==> config.mk <==
export PLATFORM = sky130hd
export DESIGN_NAME = audtx_serializer
export DESIGN_NICKNAME = d
export VERILOG_FILES = /design/src/rtl/audtx_pkg.sv /design/src/rtl/audtx_sck_edge.sv /design/src/rtl/audtx_field_pick.sv /design/src/rtl/audtx_frame_ctl.sv /design/src/rtl/audtx_serializer.sv
export SDC_FILE = /design/constraint.sdc
export NUM_CORES = 1
export LEC_CHECK = 0
export BUFFER_PORTS_ARGS = -buffer_cell sky130_fd_sc_hd__buf_2
export CAP_MARGIN = 15
export CORE_UTILIZATION = 28
export DETAILED_ROUTE_END_ITERATION = 16
export GPL_TIMING_DRIVEN = 0
export PLACE_DENSITY = 0.57
export SKIP_CTS_REPAIR_TIMING = 1
export SLEW_MARGIN = 20
export SYNTH_ARGS = -nofsm -noshare
export SYNTH_HDL_FRONTEND = slang
export SYNTH_SLANG_ARGS = --single-unit
==> constraint.sdc <==
create_clock -name clk -period 15.1 [get_ports clk]
set_input_delay 3.02 -clock clk [delete_from_list [all_inputs] [get_ports clk]]
set_output_delay 3.02 -clock clk [all_outputs]
set_load 0.01 [all_outputs]
==> src/rtl/audtx_pkg.sv <==
`timescale 1ns/1ps
// Shared types and helpers for the serial audio frame transmitter.
package audtx_pkg;

    // Order in which the bits of a sample field are sent.
    typedef enum logic {
        ORDER_MSB_FIRST = 1'b0,
        ORDER_LSB_FIRST = 1'b1
    } bit_order_e;

    // Bit-clock edge on which SD and WS are launched.
    typedef enum logic {
        LAUNCH_ON_FALL = 1'b0,
        LAUNCH_ON_RISE = 1'b1
    } launch_edge_e;

    // Word-select level for a frame position: high in the second half.
    function automatic logic ws_level(input int unsigned pos, input int unsigned len);
        return pos >= (len / 2);
    endfunction

endpackage

==> src/rtl/audtx_sck_edge.sv <==
`timescale 1ns/1ps
// Detects the launching edge of the bit clock in the system clock domain.
// Assumes sck is synchronous to clk and changes at most every second clk.
module audtx_sck_edge (
    input  logic clk,
    input  logic rst_n,
    input  logic sck,
    input  logic launch_rise,
    output logic launch
);
    import audtx_pkg::*;

    logic sck_q;

    // Keep the previous bit-clock level for edge detection.
    always_ff @(posedge clk) begin
        if (!rst_n) sck_q <= 1'b0;
        else        sck_q <= sck;
    end

    // Flag the edge kind selected by the launch control.
    always_comb begin
        if (launch_rise == LAUNCH_ON_RISE) launch = sck & ~sck_q;
        else                               launch = ~sck & sck_q;
    end

endmodule

==> src/rtl/audtx_field_pick.sv <==
`timescale 1ns/1ps
// Decides whether a frame position falls inside one channel's field and,
// if so, which sample bit it carries. Purely combinational.
// Assumes SAMPLE_W is a power of two, so masking the low-bit setting with
// the top bit index keeps it inside the active sample width.
module audtx_field_pick #(
    parameter int SAMPLE_W = 32,
    parameter int PW       = 6,
    parameter int SSW      = 5
) (
    input  logic [PW-1:0]       pos,
    input  logic [PW-1:0]       start,
    input  logic [SSW-1:0]      low_bit,
    input  logic                order_lsb,
    input  logic                wide,
    input  logic [SAMPLE_W-1:0] sample,
    output logic                hit,
    output logic                bit_o
);
    import audtx_pkg::*;

    localparam int IW = ((PW > SSW) ? PW : SSW) + 1;
    localparam logic [IW-1:0] TOP_WIDE   = IW'(SAMPLE_W - 1);
    localparam logic [IW-1:0] TOP_NARROW = IW'(SAMPLE_W / 2 - 1);

    logic [IW-1:0] top_idx, low_idx, pos_x, start_x, offset, span, idx;

    // Map a frame position to a sample bit index and select that bit.
    always_comb begin
        top_idx = wide ? TOP_WIDE : TOP_NARROW;
        low_idx = IW'(low_bit) & top_idx;
        pos_x   = IW'(pos);
        start_x = IW'(start);
        offset  = pos_x - start_x;
        span    = top_idx - low_idx;
        hit     = (pos_x >= start_x) && (offset <= span);
        idx     = (order_lsb == ORDER_LSB_FIRST) ? (low_idx + offset) : (top_idx - offset);
        bit_o   = hit && (|(sample & (SAMPLE_W'(1) << idx)));
    end

    // Inside a field the chosen bit lies within the active sample width.
    always_comb begin
        if (hit) begin
            a_idx_in_width_r5: assert (idx <= top_idx)
                else $error("field index beyond the sample top bit");
        end
    end

endmodule

==> src/rtl/audtx_frame_ctl.sv <==
`timescale 1ns/1ps
// Frame position counter plus the captured samples and configuration.
// The next position and the settings in force for it are output so the
// top level can register SD and WS on the same launch.
// Assumes cfg_frame_len lies between 2 and 2**PW.
module audtx_frame_ctl #(
    parameter int SAMPLE_W = 32,
    parameter int PW       = 6,
    parameter int SSW      = 5,
    parameter int LW       = PW + 1
) (
    input  logic                clk,
    input  logic                rst_n,
    input  logic                launch,
    input  logic [LW-1:0]       cfg_frame_len,
    input  logic [PW-1:0]       cfg_left_start,
    input  logic [PW-1:0]       cfg_right_start,
    input  logic [SSW-1:0]      cfg_low_bit,
    input  logic                cfg_lsb_first,
    input  logic                cfg_wide,
    input  logic                cfg_launch_rise,
    input  logic                smp_valid,
    input  logic [SAMPLE_W-1:0] smp_left,
    input  logic [SAMPLE_W-1:0] smp_right,
    output logic                smp_ready,
    output logic                launch_rise_cur,
    output logic [PW-1:0]       pos_nxt,
    output logic [LW-1:0]       eff_len,
    output logic [PW-1:0]       eff_lstart,
    output logic [PW-1:0]       eff_rstart,
    output logic [SSW-1:0]      eff_low,
    output logic                eff_lsb,
    output logic                eff_wide,
    output logic [SAMPLE_W-1:0] eff_left,
    output logic [SAMPLE_W-1:0] eff_right,
    output logic                underrun
);
    logic                first_q;
    logic [PW-1:0]       pos_q;
    logic [LW-1:0]       len_q;
    logic [PW-1:0]       lstart_q, rstart_q;
    logic [SSW-1:0]      low_q;
    logic                lsb_q, wide_q, rise_q;
    logic [SAMPLE_W-1:0] left_q, right_q;
    logic                underrun_q;
    logic                boundary, take;

    // A boundary is the launch that ends the last position, or the first launch.
    always_comb begin
        boundary = launch && (first_q || (LW'(pos_q) == len_q - LW'(1)));
        take     = boundary && smp_valid;
    end

    // Settings for the next position: fresh inputs at a boundary, held otherwise.
    always_comb begin
        pos_nxt         = boundary ? '0 : pos_q + PW'(1);
        eff_len         = boundary ? cfg_frame_len   : len_q;
        eff_lstart      = boundary ? cfg_left_start  : lstart_q;
        eff_rstart      = boundary ? cfg_right_start : rstart_q;
        eff_low         = boundary ? cfg_low_bit     : low_q;
        eff_lsb         = boundary ? cfg_lsb_first   : lsb_q;
        eff_wide        = boundary ? cfg_wide        : wide_q;
        eff_left        = take ? smp_left  : left_q;
        eff_right       = take ? smp_right : right_q;
        launch_rise_cur = first_q ? cfg_launch_rise : rise_q;
    end

    // Advance the position and capture the frame's settings at boundaries.
    always_ff @(posedge clk) begin
        if (!rst_n) begin
            first_q    <= 1'b1;
            pos_q      <= '0;
            len_q      <= LW'(2 ** PW);
            lstart_q   <= '0;
            rstart_q   <= '0;
            low_q      <= '0;
            lsb_q      <= 1'b0;
            wide_q     <= 1'b0;
            rise_q     <= 1'b0;
            left_q     <= '0;
            right_q    <= '0;
            underrun_q <= 1'b0;
        end else begin
            underrun_q <= boundary && !smp_valid;
            if (launch) begin
                first_q <= 1'b0;
                pos_q   <= pos_nxt;
            end
            if (boundary) begin
                len_q    <= cfg_frame_len;
                lstart_q <= cfg_left_start;
                rstart_q <= cfg_right_start;
                low_q    <= cfg_low_bit;
                lsb_q    <= cfg_lsb_first;
                wide_q   <= cfg_wide;
                rise_q   <= cfg_launch_rise;
            end
            if (take) begin
                left_q  <= smp_left;
                right_q <= smp_right;
            end
        end
    end

    assign smp_ready = boundary;
    assign underrun  = underrun_q;

    // once running, the position stays below the captured frame length.
    p_pos_in_frame_r1: assert property (@(posedge clk) disable iff (!rst_n)
        !first_q |-> (LW'(pos_q) < len_q));

    // a launch that is not a boundary steps the position by one.
    p_count_step_r1: assert property (@(posedge clk) disable iff (!rst_n)
        ($past(rst_n) && $past(launch) && !$past(smp_ready)) |-> (pos_q == $past(pos_q) + PW'(1)));

    // ready is a single-clock pulse.
    p_ready_single_r9: assert property (@(posedge clk) disable iff (!rst_n)
        smp_ready |=> !smp_ready);

    // captured settings and samples change only right after a boundary.
    p_cfg_frozen_r9: assert property (@(posedge clk) disable iff (!rst_n)
        ($past(rst_n) && !$past(smp_ready)) |->
            ($stable(len_q) && $stable(lstart_q) && $stable(low_q) && $stable(left_q)));

    // underrun lasts one clock.
    p_underrun_pulse_r10: assert property (@(posedge clk) disable iff (!rst_n)
        underrun |=> !underrun);

endmodule

==> src/rtl/audtx_serializer.sv <==
`timescale 1ns/1ps
// Top level of the serial audio frame transmitter. Sends one left and one
// right sample per frame on sd, with ws marking the halves, against an
// external bit clock sampled in the clk domain.
// Assumes sck is synchronous to clk, at most a quarter of its rate.
module audtx_serializer #(
    parameter int SAMPLE_W  = 32,
    parameter int FRAME_MAX = 64,
    parameter int PW        = $clog2(FRAME_MAX),
    parameter int LW        = PW + 1,
    parameter int SSW       = $clog2(SAMPLE_W)
) (
    input  logic                clk,
    input  logic                rst_n,
    input  logic                sck,
    input  logic [LW-1:0]       cfg_frame_len,
    input  logic [PW-1:0]       cfg_left_start,
    input  logic [PW-1:0]       cfg_right_start,
    input  logic [SSW-1:0]      cfg_low_bit,
    input  logic                cfg_lsb_first,
    input  logic                cfg_wide,
    input  logic                cfg_launch_rise,
    input  logic                smp_valid,
    output logic                smp_ready,
    input  logic [SAMPLE_W-1:0] smp_left,
    input  logic [SAMPLE_W-1:0] smp_right,
    output logic                sd,
    output logic                ws,
    output logic                underrun
);
    import audtx_pkg::*;

    logic                launch, launch_rise_cur;
    logic [PW-1:0]       pos_nxt, eff_lstart, eff_rstart;
    logic [LW-1:0]       eff_len;
    logic [SSW-1:0]      eff_low;
    logic                eff_lsb, eff_wide;
    logic [SAMPLE_W-1:0] eff_left, eff_right;
    logic                l_hit, l_bit, r_hit, r_bit;
    logic                sd_q, ws_q;

    audtx_sck_edge u_edge (
        .clk         (clk),
        .rst_n       (rst_n),
        .sck         (sck),
        .launch_rise (launch_rise_cur),
        .launch      (launch)
    );

    audtx_frame_ctl #(.SAMPLE_W(SAMPLE_W), .PW(PW), .SSW(SSW), .LW(LW)) u_ctl (
        .clk             (clk),
        .rst_n           (rst_n),
        .launch          (launch),
        .cfg_frame_len   (cfg_frame_len),
        .cfg_left_start  (cfg_left_start),
        .cfg_right_start (cfg_right_start),
        .cfg_low_bit     (cfg_low_bit),
        .cfg_lsb_first   (cfg_lsb_first),
        .cfg_wide        (cfg_wide),
        .cfg_launch_rise (cfg_launch_rise),
        .smp_valid       (smp_valid),
        .smp_left        (smp_left),
        .smp_right       (smp_right),
        .smp_ready       (smp_ready),
        .launch_rise_cur (launch_rise_cur),
        .pos_nxt         (pos_nxt),
        .eff_len         (eff_len),
        .eff_lstart      (eff_lstart),
        .eff_rstart      (eff_rstart),
        .eff_low         (eff_low),
        .eff_lsb         (eff_lsb),
        .eff_wide        (eff_wide),
        .eff_left        (eff_left),
        .eff_right       (eff_right),
        .underrun        (underrun)
    );

    audtx_field_pick #(.SAMPLE_W(SAMPLE_W), .PW(PW), .SSW(SSW)) u_left (
        .pos       (pos_nxt),
        .start     (eff_lstart),
        .low_bit   (eff_low),
        .order_lsb (eff_lsb),
        .wide      (eff_wide),
        .sample    (eff_left),
        .hit       (l_hit),
        .bit_o     (l_bit)
    );

    audtx_field_pick #(.SAMPLE_W(SAMPLE_W), .PW(PW), .SSW(SSW)) u_right (
        .pos       (pos_nxt),
        .start     (eff_rstart),
        .low_bit   (eff_low),
        .order_lsb (eff_lsb),
        .wide      (eff_wide),
        .sample    (eff_right),
        .hit       (r_hit),
        .bit_o     (r_bit)
    );

    // Launch the next serial bit and word-select level; left wins on overlap.
    always_ff @(posedge clk) begin
        if (!rst_n) begin
            sd_q <= 1'b0;
            ws_q <= 1'b1;
        end else if (launch) begin
            sd_q <= l_hit ? l_bit : (r_hit & r_bit);
            ws_q <= ws_level(int'(pos_nxt), int'(eff_len));
        end
    end

    assign sd = sd_q;
    assign ws = ws_q;

    // the serial lines only move on a launching edge.
    p_outputs_hold_r2: assert property (@(posedge clk) disable iff (!rst_n)
        ($past(rst_n) && !$past(launch)) |-> ($stable(sd) && $stable(ws)));

    // the launch that starts a frame drives WS low for position 0.
    p_bit0_ws_low_r1: assert property (@(posedge clk) disable iff (!rst_n)
        ($past(rst_n) && $past(smp_ready)) |-> !ws);

endmodule

* Word level (Yosys, flattened, before mapping) *
Index checks and enable logic that the tools add are counted.

storage, ports and cells
  bits in registers = 102
  input port bits = 95
  output and inout port bits = 4
  logic and storage cells = 67

cells by class
  $add $sub $neg = 9
  order comparisons = 5
  equal/unequal tests = 1
  shift-type cells = 2
  mux-type cells = 15
  bitwise gates (word level) = 8
  reductions and logical operators = 11

operators by type and width
  operator                number
  $and A32 B32 Y32        2
  $mux W32                2
  $reduce_or A32 Y1       2
  $shl A1 B7 Y32 const A  2
  $mux W7                 3
  $sub A7 B7 Y7           3
  $ge A6 B6 Y1            3
  $mux W6                 3
  $add A7 B7 Y7           2
  $le A7 B7 Y1            2
  $sub A6 B6 Y7           2
  $mux W5                 2
  $and A5 B7 Y7           1
  $eq A6 B7 Y1            1
  $logic_and A1 B1 Y1     7
  $sub A7 B1 Y7 const B   1
  $add A6 B1 Y6 const B   1
  $mux W1                 5
  $and A1 B1 Y1           3
  $not A1 Y1              2
  $logic_not A1 Y1        1
  $logic_or A1 B1 Y1      1

* Longest topological paths before layout *
  depth after elaboration = 15
  mapped depth = 27
  depth with buffers taken out = 25

* Modules after synthesis *
A second synthesis with hierarchy kept.

second synthesis, totals
  cell total of the unflattened synthesis = 911
  area total of the unflattened synthesis = 7962.6 µm²

by module, submodules not included
  module                       times used  cells an instance  area an instance (µm²)  seq. area each (µm²)
  audtx_frame_ctl              1           579                5367.6                  1981.9
  audtx_field_pick at u_left   1           150                1158.6                  0.0
  audtx_field_pick at u_right  1           148                1156.1                  0.0
  audtx_serializer             1           29                 230.2                   40.0
  audtx_sck_edge               1           5                  50.0                    20.0

* Worst setup path before layout *
No wires, ideal clock.

  path type = input to register
  start point = input cfg_launch_rise
  end point = register sd_q, in the netlist sd
  library setup time = 0.134 ns
  arrival = 7.853 ns
  data required time = 14.966 ns
  slack = 7.114 ns
  stages = 23
  path buffers = 3
  cell sequence = or3b_2 -> a21boi_0 -> a31oi_4 -> inv_4 -> buf_6 -> clkbuf_1 -> nand2_1 -> nand2_1 -> ha_1 -> fa_1 -> clkbuf_1 -> inv_1 -> ha_1 -> a21o_1 -> a21oi_1 -> xnor2_1 -> a31oi_1 -> a221oi_2 -> o31ai_4 -> nor4_2 -> a21oi_1 -> o311ai_1 -> o211ai_1

between the ends
  elaborated cells between the ends (all ways) = 39
  those cells by class = add/sub (7); order compare (4); shift (2); mux (14); bitwise (4); reduce/logical (8)

RTL lines
  element                                         RTL line                 source
  start: declaration                              audtx_serializer.sv:22   input logic cfg_launch_rise,
  $mux W1 *                                       audtx_frame_ctl.sv:65    launch_rise_cur = first_q ? cfg_launch_rise : rise_q;
  $mux W1 *                                       audtx_sck_edge.sv:23     if (launch_rise == LAUNCH_ON_RISE) launch = sck & ~sck_q;
  $logic_and A1 B1 Y1 *                           audtx_frame_ctl.sv:50    boundary = launch && (first_q || (LW'(pos_q) == len_q - LW'(1)));
  named net smp_ready                             audtx_serializer.sv:24   output logic smp_ready,
  $mux W6 *                                       audtx_frame_ctl.sv:59    eff_rstart = boundary ? cfg_right_start : rstart_q;
  named net eff_rstart[0]                         audtx_serializer.sv:34   logic [PW-1:0] pos_nxt, eff_lstart, eff_rstart;
  $sub A6 B6 Y7                                   audtx_field_pick.sv:34   offset = pos_x - start_x;
  $sub A7 B7 Y7 or $add A7 B7 Y7 (tied branches)  audtx_field_pick.sv:37   idx = (order_lsb == ORDER_LSB_FIRST) ? (low_idx + offset) : (top_idx - offset);
  $mux W7                                         audtx_field_pick.sv:37
  $shl A1 B7 Y32                                  audtx_field_pick.sv:38   bit_o = hit && (|(sample & (SAMPLE_W'(1) << idx)));
  $and A32 B32 Y32                                audtx_field_pick.sv:38
  $reduce_or A32 Y1                               audtx_field_pick.sv:38
  $logic_and A1 B1 Y1                             audtx_field_pick.sv:38
  $and A1 B1 Y1 *                                 audtx_serializer.sv:106  sd_q <= l_hit ? l_bit : (r_hit & r_bit);
  $mux W1 *                                       audtx_serializer.sv:106
  end signal: assignment                          audtx_serializer.sv:106
  end: declaration                                audtx_serializer.sv:40   logic sd_q, ws_q;

Mark *: on every way through the listed nets, which the timed path passes. The rest lies on a longest branch.
A chain may end at the register's enable or synchronous reset.

* Worst setup path in the final report *
  start point = input cfg_launch_rise
  end point = register sd_q, in the netlist sd

between the ends
  elaborated cells between the ends (all ways) = 39
  those cells by class = add/sub (7); order compare (4); shift (2); mux (14); bitwise (4); reduce/logical (8)

RTL lines
  element                                         RTL line
  $mux W1 *                                       audtx_frame_ctl.sv:65
  $mux W1 *                                       audtx_sck_edge.sv:23
  $logic_and A1 B1 Y1 *                           audtx_frame_ctl.sv:50
  $mux W6 *                                       audtx_frame_ctl.sv:59
  named net eff_rstart[0]                         audtx_serializer.sv:34
  $sub A6 B6 Y7                                   audtx_field_pick.sv:34
  $sub A7 B7 Y7 or $add A7 B7 Y7 (tied branches)  audtx_field_pick.sv:37
  $mux W7                                         audtx_field_pick.sv:37
  $shl A1 B7 Y32                                  audtx_field_pick.sv:38
  $and A32 B32 Y32                                audtx_field_pick.sv:38
  $reduce_or A32 Y1                               audtx_field_pick.sv:38
  $logic_and A1 B1 Y1                             audtx_field_pick.sv:38
  $and A1 B1 Y1 *                                 audtx_serializer.sv:106
  $mux W1 *                                       audtx_serializer.sv:106

Marked as above.

==> results.md <==
* Status: completed
* Async SR Flop Fraction at 0%
* Internal at around 530 uW
* Final WL at 20220 um
* Overflow left after global routing at 0
* Ys Warns at 0
* Max-cap viol count at 0
* Final setup violation count at 0
* P&R area growth vs syn at 17.29%
* Setup ws final at around 6 ns
* CORE AREA at between 20000 and 25000 um^2
* RSZ-0062 raised after global routing: no
* PD cells at 104.9 nW/um^2
* Max Clock Freq at ~110 MHz
* H-tree depth at 3
* Remaining DRCs at 0
* DIE WIDTH at around 160 um
* Vias in the first global route at around 5800
* Die height at 158.8 um
* Vias at slightly below 6000
* Main area contributors after synthesis: dfxtp_1, mux2i_1, ha_1
* Hpwl dp at around 16000 um
* Yosys cell types at 87
* Worst setup SP type: input port
* GRT Util Overall at 16.31%
* Final Power at ~850 uW
* Measured slew at the worst slew-check pin at approximately 0.9 ns
* Full die area at ~25000 um^2
* Worst Path Max Fanout at 10
* Flop pwr share at roughly a third
* GPL Wtd Cong at approximately 0.84
* Avg Inst Size Synth at slightly above 9 um^2
* Final slew viol count at 0
* I/O pin count at 99
* Design area at just over 8000 um^2
* Cells after Synth at 759
* Maximum vdd drop at roughly 0.045 mV
* Initial DRC Count at ~330
* Num rows at 57
* Pre-CTS setup slack at between 5 and 6 ns
* Pleak at around 3.3 nW
* Antenna Nets Post-Route at 0
* Psw at 319.7 uW
* Vias/cell at 4.885
* Drt pass-1 iters at 5
* Main synth FF type: dfxtp_1
* Placed Area at 7790 um^2
* Post-synth EDFFs at 0
* Clk sinks at between 100 and 150
* Final net count at between 1000 and 1500
* Skew final at approximately 0.009 ns
* Worst-path clk slew at about 0.080 ns
* Min Tclk post-route at roughly 9 ns
* CTS Root Cell: clkbuf_16
* Reg2reg setup slack at 8.15 ns
* Mapped cell area at approximately 7000 um^2
* Initial Util at between 20% and 30%
* Crit share post-route at 59.23%
* Crit path arrival time at 9.18 ns
* Clk_lat worst skew at roughly 0.37 ns
* TritonCTS buffer count at 9
* First-pass GRT wire length at roughly 32000 um
* Sum Neg Setup Slack at 0 ns
* Sequential area share after synthesis at approximately 30%
* Port bufs at 97
* Register bit total from synthesis at 102
* Largest area contributor in the netlist: dfxtp_1
* Clock network power share at 28.0%
* Slew headroom at between 40% and 50%
* Worst Hold Class: reg2reg
* Required time worst endpoint at 15.33 ns
* Share of layout cells above drive strength 1 at roughly a fifth
* Initial antenna violation count at 1
* Setup crit end kind: flip-flop
* Largest net degree at the start of global routing at 20
* CTS tree: done
* Combinational power share at 38.3%
* CTS max path bufs at 2
* Wire per inst at 16.86 um
* Sw Ratio at about 38%
* Crit path kind: in2reg
* Yosys top cell area share at around 30%
* Diodes inserted at 0
* Final Hold Fails at 0
-- path summary, 6_finish.rpt --
| kind | from | end | cells past startpoint |
|---|---|---|---|
| setup reg to reg | u_ctl.len_q[0]$_SDFFE_PN0N_ | sd$_SDFFE_PN0P_ | 24 |
| hold reg to reg | u_ctl.rise_q$_SDFFE_PN0N_ | u_ctl.rise_q$_SDFFE_PN0N_ | 2 |
| hold / removal | u_ctl.rise_q$_SDFFE_PN0N_ | u_ctl.rise_q$_SDFFE_PN0N_ | 2 |
| setup / recovery | cfg_launch_rise | sd$_SDFFE_PN0P_ | 22 |
-- per-stage QoR --
step                hold slack (ns)  instances  utilization, %
CTS                          0.4705       1199           33.32
floorplan                    0.4403        762               -
detailed placement           0.4597       1183           32.13
global route                 0.5013       1199           33.32
finish                       0.4698       1199           33.32
global placement             0.4563       1183           32.13
-- registers in the layout, summed over array words and instances (netlist names) --
| signal | cells |
|---|---|
| sd | 1 |
| u_ctl.first_q | 1 |
| u_ctl.left_q | 32 |
| u_ctl.len_q | 7 |
| u_ctl.low_q | 5 |
| u_ctl.lsb_q | 1 |
| u_ctl.lstart_q | 6 |
| u_ctl.pos_q | 6 |
| u_ctl.right_q | 32 |
| u_ctl.rise_q | 1 |
| u_ctl.rstart_q | 6 |
| u_ctl.underrun | 1 |
| u_ctl.wide_q | 1 |
| u_edge.sck_q | 1 |
| ws | 1 |
-- cell families (layout without fill, tap and decap cells) --
kind of cell,after synthesis,in the layout,synth area share (%)
flops,102,102,29.65
other cells,1,4,0.05444
fa+ha+maj,47,47,8.937
compound gates,165,165,18.51
buf+inv,68,181,4.323
mux,105,105,15.69
simple gates,243,243,19.27
xor+xnor,28,28,3.560
-- layer usage --
metal / wire, um / vias up / global-route usage [%]
met4: 272 / 0 / 4.854
met5: 0 / - / 0
met2: 9687 / 145 / 27.63
li1: - / 2949 / -
met1: 9353 / 2746 / 21.12
met3: 906 / 17 / 2.638
-- placed cells by master, fill, tap and decap left out, drive strengths merged, types with 5 or more instances in the layout --
cell     instances
nor2            26
a211oi           5
a21o             8
nand2b           9
a21oi           25
o22ai           16
a31oi           10
nor2b           77
ha              42
o21a             9
nand2           61
xnor2           12
or2              6
a2111oi          5
a21boi          10
o2111ai          5
nor3b            6
mux2i           94
nand3            7
o21ai           28
and2            19
mux2            11
dfxtp          102
nor3            12
buf            110
clkbuf          28
inv             40
xor2            16
-- synthesized netlist by cell type (3+ instances only) --
cell type / n
o21bai_1: 4
a32oi_1: 3
nor3b_1: 6
inv_1: 35
buf_6: 3
or2_2: 3
and2_1: 19
fa_1: 4
nor4_1: 3
a31oi_1: 9
and3_1: 3
o22ai_1: 15
ha_1: 42
a21boi_0: 10
o221ai_1: 4
nand4_1: 3
mux2i_1: 92
nor3_1: 10
buf_2: 8
dfxtp_1: 102
a21o_1: 8
o211ai_1: 3
o21a_1: 9
clkbuf_1: 19
o2111ai_1: 4
a211oi_1: 5
xnor2_1: 12
nor2b_1: 77
o21ai_0: 26
a21oi_1: 23
mux2_2: 11
nand2b_1: 9
nand3_1: 6
nor2_1: 26
xor2_1: 16
nand2_1: 61
o22a_1: 4
-- area by class of cell --
cell class	instances	area (um^2)
fill	2614	16170
multi-input combinational	592	4559
sequential	102	2042
timing repair buffer	97	485.5
tap	324	405.4
clock buffer	9	225.2
buffer	32	160.2
inverter	36	137.6
clock inverter	7	63.81
-- worst max-delay path: stages --
cell and delay [ns]:
buf_2 0.12, or3b_2 0.45, a21boi_0 0.66, a31oi_4 0.19, inv_4 0.20, buf_6 0.19
clkbuf_1 0.44, nand2_1 0.12, nand2_1 0.14, ha_1 0.17, fa_1 0.19, clkbuf_1 0.49
inv_1 0.20, fa_1 0.46, xnor2_1 0.48, a311oi_1 0.10, a31oi_1 0.66, o22ai_2 0.18
nor4_2 0.25, a211oi_1 0.09, o2111ai_1 0.23, o211ai_1 0.12
-- power groups by stage --
stage	clock network [mW]	logic (mW)	registers [mW]
detailed placement	0	0.324	0.292
finish	0.238	0.325	0.285
floorplan	0	0.239	0.290
global placement	0	0.322	0.291
CTS	0.243	0.325	0.285
global route	0.251	0.359	0.287
No activity file was read; power rests on OpenSTA's default activity.
